File: src/rtl/wk_pkg.sv
package wk_pkg;

    localparam int BYTE_W = 8;
    localparam int IDX_W  = 4;

    // decoded register access
    typedef struct packed {
        logic             pol;
        logic             pend;
        logic [IDX_W-1:0] idx;   // byte index inside the line vector
    } wk_dec_t;

    // high byte first inside each pair: edge-select bytes, then pending bytes
    function automatic wk_dec_t wk_decode(input logic [7:0] addr, input int nb);
        wk_dec_t d;
        int      a;
        d = '0;
        a = int'(addr);
        if (a < nb) begin
            d.pol = 1'b1;
            d.idx = IDX_W'(nb - 1 - a);
        end else if (a < 2 * nb) begin
            d.pend = 1'b1;
            d.idx  = IDX_W'(2 * nb - 1 - a);
        end
        return d;
    endfunction

endpackage

File: src/rtl/wk_edge.sv
module wk_edge #(
    parameter int N = 16
) (
    input  logic         clk,
    input  logic         rst,
    input  logic [N-1:0] line_i,
    input  logic [N-1:0] pol_i,
    output logic [N-1:0] trig_o
);

    for (genvar g = 0; g < N; g++) begin : g_line
        logic s1, s2, s3;

        always_ff @(posedge clk) begin
            if (rst) begin
                s1 <= 1'b0;
                s2 <= 1'b0;
                s3 <= 1'b0;
            end else begin
                s1 <= line_i[g];
                s2 <= s1;
                s3 <= s2;
            end
        end

        // s2 is the synchronised level, s3 its value one cycle earlier
        assign trig_o[g] = pol_i[g] ? (s2 & ~s3) : (~s2 & s3);
    end

endmodule

File: src/rtl/wk_regbank.sv
module wk_regbank
    import wk_pkg::*;
#(
    parameter int N  = 16,
    parameter int NB = N / BYTE_W
) (
    input  logic              clk,
    input  logic              rst,
    input  logic              wr_en,
    input  wk_dec_t           dec,
    input  logic [BYTE_W-1:0] wdata,
    input  logic [N-1:0]      trig,
    output logic [N-1:0]      pol_o,
    output logic [N-1:0]      pend_o
);

    logic         pol_wr;
    logic         pend_wr;
    logic [N-1:0] hw_set;

    always_comb begin
        pol_wr  = wr_en & dec.pol;
        pend_wr = wr_en & dec.pend;
        // an edge-select write discards every edge seen in that cycle
        hw_set  = pol_wr ? '0 : trig;
    end

    for (genvar b = 0; b < NB; b++) begin : g_byte
        always_ff @(posedge clk) begin
            if (rst) begin
                pol_o[b*BYTE_W +: BYTE_W]  <= '0;
                pend_o[b*BYTE_W +: BYTE_W] <= '0;
            end else begin
                if (pol_wr && dec.idx == IDX_W'(b))
                    pol_o[b*BYTE_W +: BYTE_W] <= wdata;
                if (pend_wr && dec.idx == IDX_W'(b))
                    pend_o[b*BYTE_W +: BYTE_W] <= wdata | hw_set[b*BYTE_W +: BYTE_W];
                else
                    pend_o[b*BYTE_W +: BYTE_W] <= pend_o[b*BYTE_W +: BYTE_W]
                                                | hw_set[b*BYTE_W +: BYTE_W];
            end
        end
    end


    no_hw_clear_chk: assert property (@(posedge clk) disable iff (rst)
        (($past(pend_o) & ~pend_o) != '0) |-> $past(pend_wr));


    hw_set_wins_chk: assert property (@(posedge clk) disable iff (rst)
        (hw_set != '0) |=> ((pend_o & $past(hw_set)) == $past(hw_set)));


    pol_write_drop_chk: assert property (@(posedge clk) disable iff (rst)
        pol_wr |=> ((pend_o & ~$past(pend_o)) == '0));

endmodule

File: src/rtl/wk_rdport.sv
module wk_rdport
    import wk_pkg::*;
#(
    parameter int N  = 16,
    parameter int NB = N / BYTE_W
) (
    input  logic              clk,
    input  logic              rst,
    input  logic              rd_en,
    input  wk_dec_t           dec,
    input  logic [N-1:0]      pol,
    input  logic [N-1:0]      pend,
    output logic [BYTE_W-1:0] rdata
);

    logic [BYTE_W-1:0] rd_byte;

    always_comb begin
        rd_byte = '0;
        for (int b = 0; b < NB; b++) begin
            if (dec.idx == IDX_W'(b)) begin
                if (dec.pend)
                    rd_byte = pend[b*BYTE_W +: BYTE_W];
                else if (dec.pol)
                    rd_byte = pol[b*BYTE_W +: BYTE_W];
            end
        end
    end

    always_ff @(posedge clk) begin
        if (rst)
            rdata <= '0;
        else if (rd_en)
            rdata <= rd_byte;
    end


    rdata_hold_chk: assert property (@(posedge clk) disable iff (rst)
        !$past(rd_en) |-> $stable(rdata));

endmodule

File: src/rtl/wake_edge_capture.sv
module wake_edge_capture
    import wk_pkg::*;
#(
    parameter int N  = 16,
    localparam int NB = N / BYTE_W,
    localparam int AW = $clog2(2 * NB)
) (
    input  logic              clk,
    input  logic              rst,
    input  logic [N-1:0]      wk_in,
    input  logic              bus_sel,
    input  logic              bus_we,
    input  logic [AW-1:0]     bus_addr,
    input  logic [BYTE_W-1:0] bus_wdata,
    output logic [BYTE_W-1:0] bus_rdata,
    output logic [N-1:0]      pend_o,
    output logic              irq_o
);

    wk_dec_t      dec;
    logic         wr_en;
    logic         rd_en;
    logic [N-1:0] pol;
    logic [N-1:0] trig;

    always_comb begin
        dec   = wk_decode(8'(bus_addr), NB);
        wr_en = bus_sel & bus_we;
        rd_en = bus_sel & ~bus_we;
    end

    wk_edge #(.N(N)) u_edge (
        .clk    (clk),
        .rst    (rst),
        .line_i (wk_in),
        .pol_i  (pol),
        .trig_o (trig)
    );

    wk_regbank #(.N(N), .NB(NB)) u_regs (
        .clk    (clk),
        .rst    (rst),
        .wr_en  (wr_en),
        .dec    (dec),
        .wdata  (bus_wdata),
        .trig   (trig),
        .pol_o  (pol),
        .pend_o (pend_o)
    );

    wk_rdport #(.N(N), .NB(NB)) u_rd (
        .clk   (clk),
        .rst   (rst),
        .rd_en (rd_en),
        .dec   (dec),
        .pol   (pol),
        .pend  (pend_o),
        .rdata (bus_rdata)
    );

    assign irq_o = |pend_o;


    reset_clean_chk: assert property (@(posedge clk)
        $past(rst) |-> (pend_o == '0 && bus_rdata == '0));

endmodule

File: config.mk
export PLATFORM = sky130hd
export DESIGN_NAME = wake_edge_capture
export DESIGN_NICKNAME = d
export VERILOG_FILES = /design/src/rtl/wk_pkg.sv /design/src/rtl/wk_edge.sv /design/src/rtl/wk_regbank.sv /design/src/rtl/wk_rdport.sv /design/src/rtl/wake_edge_capture.sv
export SDC_FILE = /design/constraint.sdc
export NUM_CORES = 1
export LEC_CHECK = 0
export ABC_AREA = 1
export BUFFER_PORTS_ARGS = -buffer_cell sky130_fd_sc_hd__buf_2
export CORE_MARGIN = 3
export CORE_UTILIZATION = 55
export CTS_CLUSTER_DIAMETER = 30
export DETAILED_ROUTE_END_ITERATION = 7
export PLACE_DENSITY = 0.76
export SETUP_SLACK_MARGIN = 0.02
export SYNTH_ARGS = -nofsm -noshare
export SYNTH_HDL_FRONTEND = slang
export SYNTH_SLANG_ARGS = --single-unit
File: constraint.sdc
create_clock -name clk -period 1.3 [get_ports clk]
set_input_delay 0.195 -clock clk [delete_from_list [all_inputs] [get_ports clk]]
set_output_delay 0.195 -clock clk [all_outputs]
set_load 0.03 [all_outputs]
# Word-level counts from Yosys, hierarchy flattened
# Cells that the tools add are included.
classes:
  muxes: 28
  add_sub_neg: 2
  n_lt_le_gt_ge: 1
  n_reduce_logical: 6
  eq_ne: 1
  n_bitwise: 73
ops:
  columns: ["op", "n"]
  rows:
  - ["$mux W8", 8]
  - ["$and A1 B1 Y1", 36]
  - ["$not A1 Y1", 33]
  - ["$or A8 B8 Y8", 4]
  - ["$mux W1", 18]
  - ["$mux W16", 1]
  - ["$reduce_or A16 Y1", 1]
  - ["$eq A4 B1 Y1 const B", 1]
  - ["$logic_and A1 B1 Y1", 4]
  - ["$logic_not A4 Y1", 1]
  - ["$mux W4", 1]
  - ["$sub A1 B2 Y3 const A", 1]
  - ["$sub A2 B2 Y3 const A", 1]
  - ["$lt A2 B2 Y1 const B", 1]
word_totals:
  register_bits: 88
  output_inout_bits: 25

# Logic depth before layout (Yosys ltp)
logic_depth:
  depth_word: 8
  ltp_mapped: 8
  mapped_depth_nobuf: 7

# By module
# From an unflattened synthesis, not the netlist that was laid out.
hier_totals:
  cells_unflattened: 576
  hier_area_um2: 3935.0
by_module_without_submodules:
  columns: ["module", "seq_area_each_um2", "area_each_um2", "cells_each", "n_inst"]
  rows:
  - ["wk_edge", 960.9, 1705.4, 229, 1]
  - ["wk_regbank", 640.6, 1458.9, 198, 1]
  - ["wk_rdport", 160.2, 688.2, 127, 1]
  - ["wake_edge_capture", 0.0, 82.6, 22, 1]

# Least setup slack after synthesis
# OpenSTA, ideal clock, no wires.
synth_timing:
  path_type: "reg-to-output"
  startpoint: "register u_regs.pend_o[3]"
  endpoint: "output port irq_o"
  n_path_buf: 0
  arrival_time_ns: 0.997
  stages_incl_launch_ff: 3
  path_slack_ns: 0.108
  cell_sequence: "dfxtp_1 > nor4_1 > nand3_1"
synth_between:
  elab_chain_len: 1
synth_rtl:
  columns: ["item", "line_no", "source"]
  rows:
  - ["start, declared", "wk_regbank.sv:14", "output logic [N-1:0] pend_o"]
  - ["start signal, assigned by index", "wk_regbank.sv:37", "pend_o[b*BYTE_W +: BYTE_W] <= wdata | hw_set[b*BYTE_W +: BYTE_W];"]
  - ["start signal, assigned by index", "wk_regbank.sv:39", "pend_o[b*BYTE_W +: BYTE_W] <= pend_o[b*BYTE_W +: BYTE_W]"]
  - ["$reduce_or A16 Y1", "wake_edge_capture.sv:61", "assign irq_o = |pend_o;"]
  - ["end, declared", "wake_edge_capture.sv:17", "output logic irq_o"]
# No other way between the ends.

# Worst setup path after layout
layout_timing:
  startpoint: "register u_regs.pend_o[5]"
  endpoint: "output port irq_o"
# The elaborated chain is that of the path after synthesis.

==> impl_metrics.csv <==
group,metric,value,unit
layout,nNetsFinal,658,
setup_path,cp-end-kind,"primary output",
clock_tree,cts_inserted_buffers,9,
detailed_routing,route.detailed.drc,0,
layout,fillers,559,
layout,final_layout_size_suffix_gt1_share,17.69,%
power_and_ir_drop,p_clk_share,34.3,%
sta,finalClockSkew,0.009251,ns
run_status,outcome,"complete, but fails checks",
clock_tree,ctsLongestPathBuffers,2,
yosys,synthXorXnorAreaFrac,0,%
setup_path,r2r_cells,7,
detailed_routing,wirelength,8277,microns
global_route,grt_max_degree,37,
power_and_ir_drop,vdd_drop_max,0.7586,mV
yosys,synth_mux_area_share,0,%
global_route,use_met2,35.09,%
setup_path,r2r-end,"u_rd.rdata[7]",
power_and_ir_drop,seqPwrFrac,51.6,%
power_and_ir_drop,swShare,27.09,%
hold_path,hp-class,"input port to register",
yosys,yosysSeqAreaShare,46.82,%
yosys,synthCells,567,
setup_path,slowest_stage,"dfxtp_2",
clock_tree,clk_latency,0.35,ns
sta,setup_violations,1,
global_route,antenna_found_initial,0,
setup_path,cp.required,1.11,ns
yosys,syn_avg_cell_area,6.636,sq um
layout,syn_to_final_growth,16.79,%
yosys,synth_seq_cells,88,
layout,diodes,0,
sta,max_freq,672.1,MHz
setup_path,rr_startpoint,"u_regs.pend_o[7]",
sta,relSlewSlack,66.41,%
clock_tree,cts_max_level,3,
clock_tree,clk_root_buffer_cell,"clkbuf_8",
layout,final_cell_mix,"nor2_1 (153), nand2_1 (123), inv_1 (97), dfxtp_1 (75), buf_2 (52)",
setup_path,crit_type,"register to primary output",
setup_path,cp_max_fo,4,
power_and_ir_drop,p_int,4.105,mW
yosys,syn_nets,597,
sta,layout_setup_ws,-0.1880,ns
global_route,grt_busiest_layer,"met2",
yosys,ys_types,21,
setup_path,worst-path-buf-inv,1,
die,initial_core_util,57.93,%
yosys,synth_top_family_by_area,"simple AND/OR/NAND/NOR gates",
global_route,grt_pass1_wl,13500,microns
power_and_ir_drop,pwr-share-comb,14.1,%
power_and_ir_drop,leakagePower,2.373,nW
yosys,synth_compound_area_share,4.257,%
clock_tree,cts.clk_slew.worst_paths,0.09,ns
placed_design,port_buffers,54,
detailed_routing,drt-wirelength-per-cell,11.66,microns
clock_tree,cts_hold_buf,0,
global_route,track_usage,22.31,%
die,coreArea,6495,sq um
layout,final_common_cell,"nor2_1",
die,die_w,88.71,microns
run_status,failed_checks,"negative setup slack",
yosys,synth_fa_ha_area_share,0,%
clock_tree,clkSinkCount,88,
power_and_ir_drop,p_per_area,1281,nW/um^2
setup_path,crit_family,"simple AND/OR/NAND/NOR gates",
setup_path,r2r_setup_slack,0.23,ns
setup_path,arrival,1.29,ns
power_and_ir_drop,power_switching,1.525,mW
global_route,grt_pass1_vias,2969,
sta,maxSlewViolCount,0,
global_route,gr-usage-met3,5.121,%
hold_path,hold_path_end,"u_edge.g_line[3].s1",
sta,fin_crit_sh,114.5,%
sta,period_needed,1.488,ns
die,ios,55,
setup_path,start_kind,"register",
global_route,grt_use_met1,29.27,%
detailed_routing,routed_via_density,4.824,
die,die_h,88.71,microns
layout,final_area,4394,sq um
detailed_routing,drt_iter0_drc,200,
sta,hold_ws,0.03878,ns
placed_design,gp_congestion,0.9424,
placed_design,post_dp_cell_area,4126,sq um
die,die-area,7869,sq um
setup_path,max_stage_delay,0.35,ns
hold_path,whs_path_depth,3,
global_route,overflow,0,
sta,rsz0062_at_grt,"yes",
sta,hold_viol,0,
power_and_ir_drop,finalPower,5.630,mW
placed_design,dp_hpwl,6091,microns
detailed_routing,drtAntennaViolNets,0,
detailed_routing,first_pass_iters,4,
yosys,yosysWarningCount,0,
setup_path,worstPathCellList,"nor4_4, nand3_2, buf_6",
yosys,netlist_area,3762,sq um
detailed_routing,vias,3425,
yosys,synth-simple-area-share,34.72,%
hold_path,min_from,"wk_in[3]",
die,num_rows,29,
clock_tree,cts_tree,"yes",
sta,worstMarginPinSlew,0.5033,ns
job,maxCapViolCount,0,
## registers in the layout (all words and copies together) (netlist names)
signal            cells
u_edge.g_line.s2     16
u_rd.rdata            8
u_edge.g_line.s1     16
u_regs.pend_o        16
u_edge.g_line.s3     16
u_regs.pol_o         16
## worst reg2reg max path, stage by stage, from the launching register on
cell,delay [ns]
dfxtp_2,0.34
buf_4,0.14
inv_1,0.06
nand2_1,0.06
nand3_1,0.13
nand2_1,0.07
o21ai_0,0.13
inv_1,0.05
## synth_stat cells
library cell / instances / area, sq um
buf_2: 3 / 15.01
nand3_1: 37 / 185.2
nand2_2: 1 / 6.260
inv_2: 1 / 3.750
nand4_1: 4 / 25.02
a21oi_1: 8 / 40.04
buf_6: 4 / 45.04
inv_1: 103 / 386.6
nor2_2: 2 / 12.51
inv_8: 1 / 11.26
clkbuf_8: 2 / 27.53
nand2_1: 123 / 461.7
dfxtp_1: 88 / 1762
o21ai_1: 2 / 10.01
nor4_1: 2 / 12.51
nor2_1: 153 / 574.3
buf_4: 3 / 22.52
clkbuf_1: 6 / 22.52
nor2_4: 1 / 11.26
nand3_4: 1 / 17.52
o21ai_0: 22 / 110.1
## worst max path at each step
stage	end	depth (start not counted)	startpoint	slack (ns)
after detailed placement	irq_o	3	u_regs.pend_o[6]	0.04
after floorplan	irq_o	2	u_regs.pend_o[3]	0.11
after global routing	irq_o	5	u_regs.pend_o[12]	-0.25
after global placement	irq_o	3	u_regs.pend_o[6]	-0.007
after CTS	irq_o	3	u_regs.pend_o[0]	-0.20
final	irq_o	3	u_regs.pend_o[5]	-0.19
## area by class of cell
| cell class | instances | area [sq um] | share of cell area (%) |
|---|---|---|---|
| tap | 77 | 96.34 | 2.192 |
| multi-input combinational | 356 | 1501 | 34.17 |
| inverter | 105 | 401.6 | 9.140 |
| timing repair buffer | 68 | 409.1 | 9.311 |
| sequential | 88 | 1778 | 40.46 |
| clock buffer | 12 | 155.1 | 3.531 |
| clock inverter | 4 | 52.55 | 1.196 |
## power groups by stage
stage / sequential (mW) / clock (mW) / combinational (mW)
3_3_place_gp: 2.94 / 0 / 0.747
3_5_place_dp: 2.95 / 0 / 0.760
4_1_cts: 2.90 / 1.97 / 0.786
2_1_floorplan: 3.04 / 0 / 0.425
6_report: 2.90 / 1.93 / 0.794
5_1_grt: 2.92 / 2.09 / 0.893
## metrics by stage
| stage | TNS [ns] | util [%] | setup slack (ns) | instances |
|---|---|---|---|---|
| after floorplan | 0 | - | 0.1082 | 567 |
| after global placement | -0.006514 | 63.53 | -0.006514 | 694 |
| after detailed placement | 0 | 63.53 | 0.04038 | 694 |
| after CTS | -0.1978 | 67.37 | -0.1978 | 710 |
| after global routing | -0.2493 | 67.66 | -0.2493 | 710 |
| final | -0.1880 | 67.66 | -0.1880 | 710 |
## repair_timing
| action | 4_1_cts | 5_1_grt |
|---|---|---|
| pin swaps | 3 | 2 |
| setup endpoints to repair | 1 | 2 |
| resized for setup | 10 | 17 |
| buffers inserted | 0 | 0 |
## kinds of logic after synthesis
logic type / after synthesis
simple gates: 324
buf+inv: 123
flops: 88
compound gates: 32
## metal layers
metal / vias up / part of all wire (%)
li1: 1795 / -
met1: 1524 / 45
met2: 91 / 46
met3: 15 / 6.3
met4: 0 / 1.8
met5: - / 0
No activity file was read; power rests on OpenSTA's default activity.
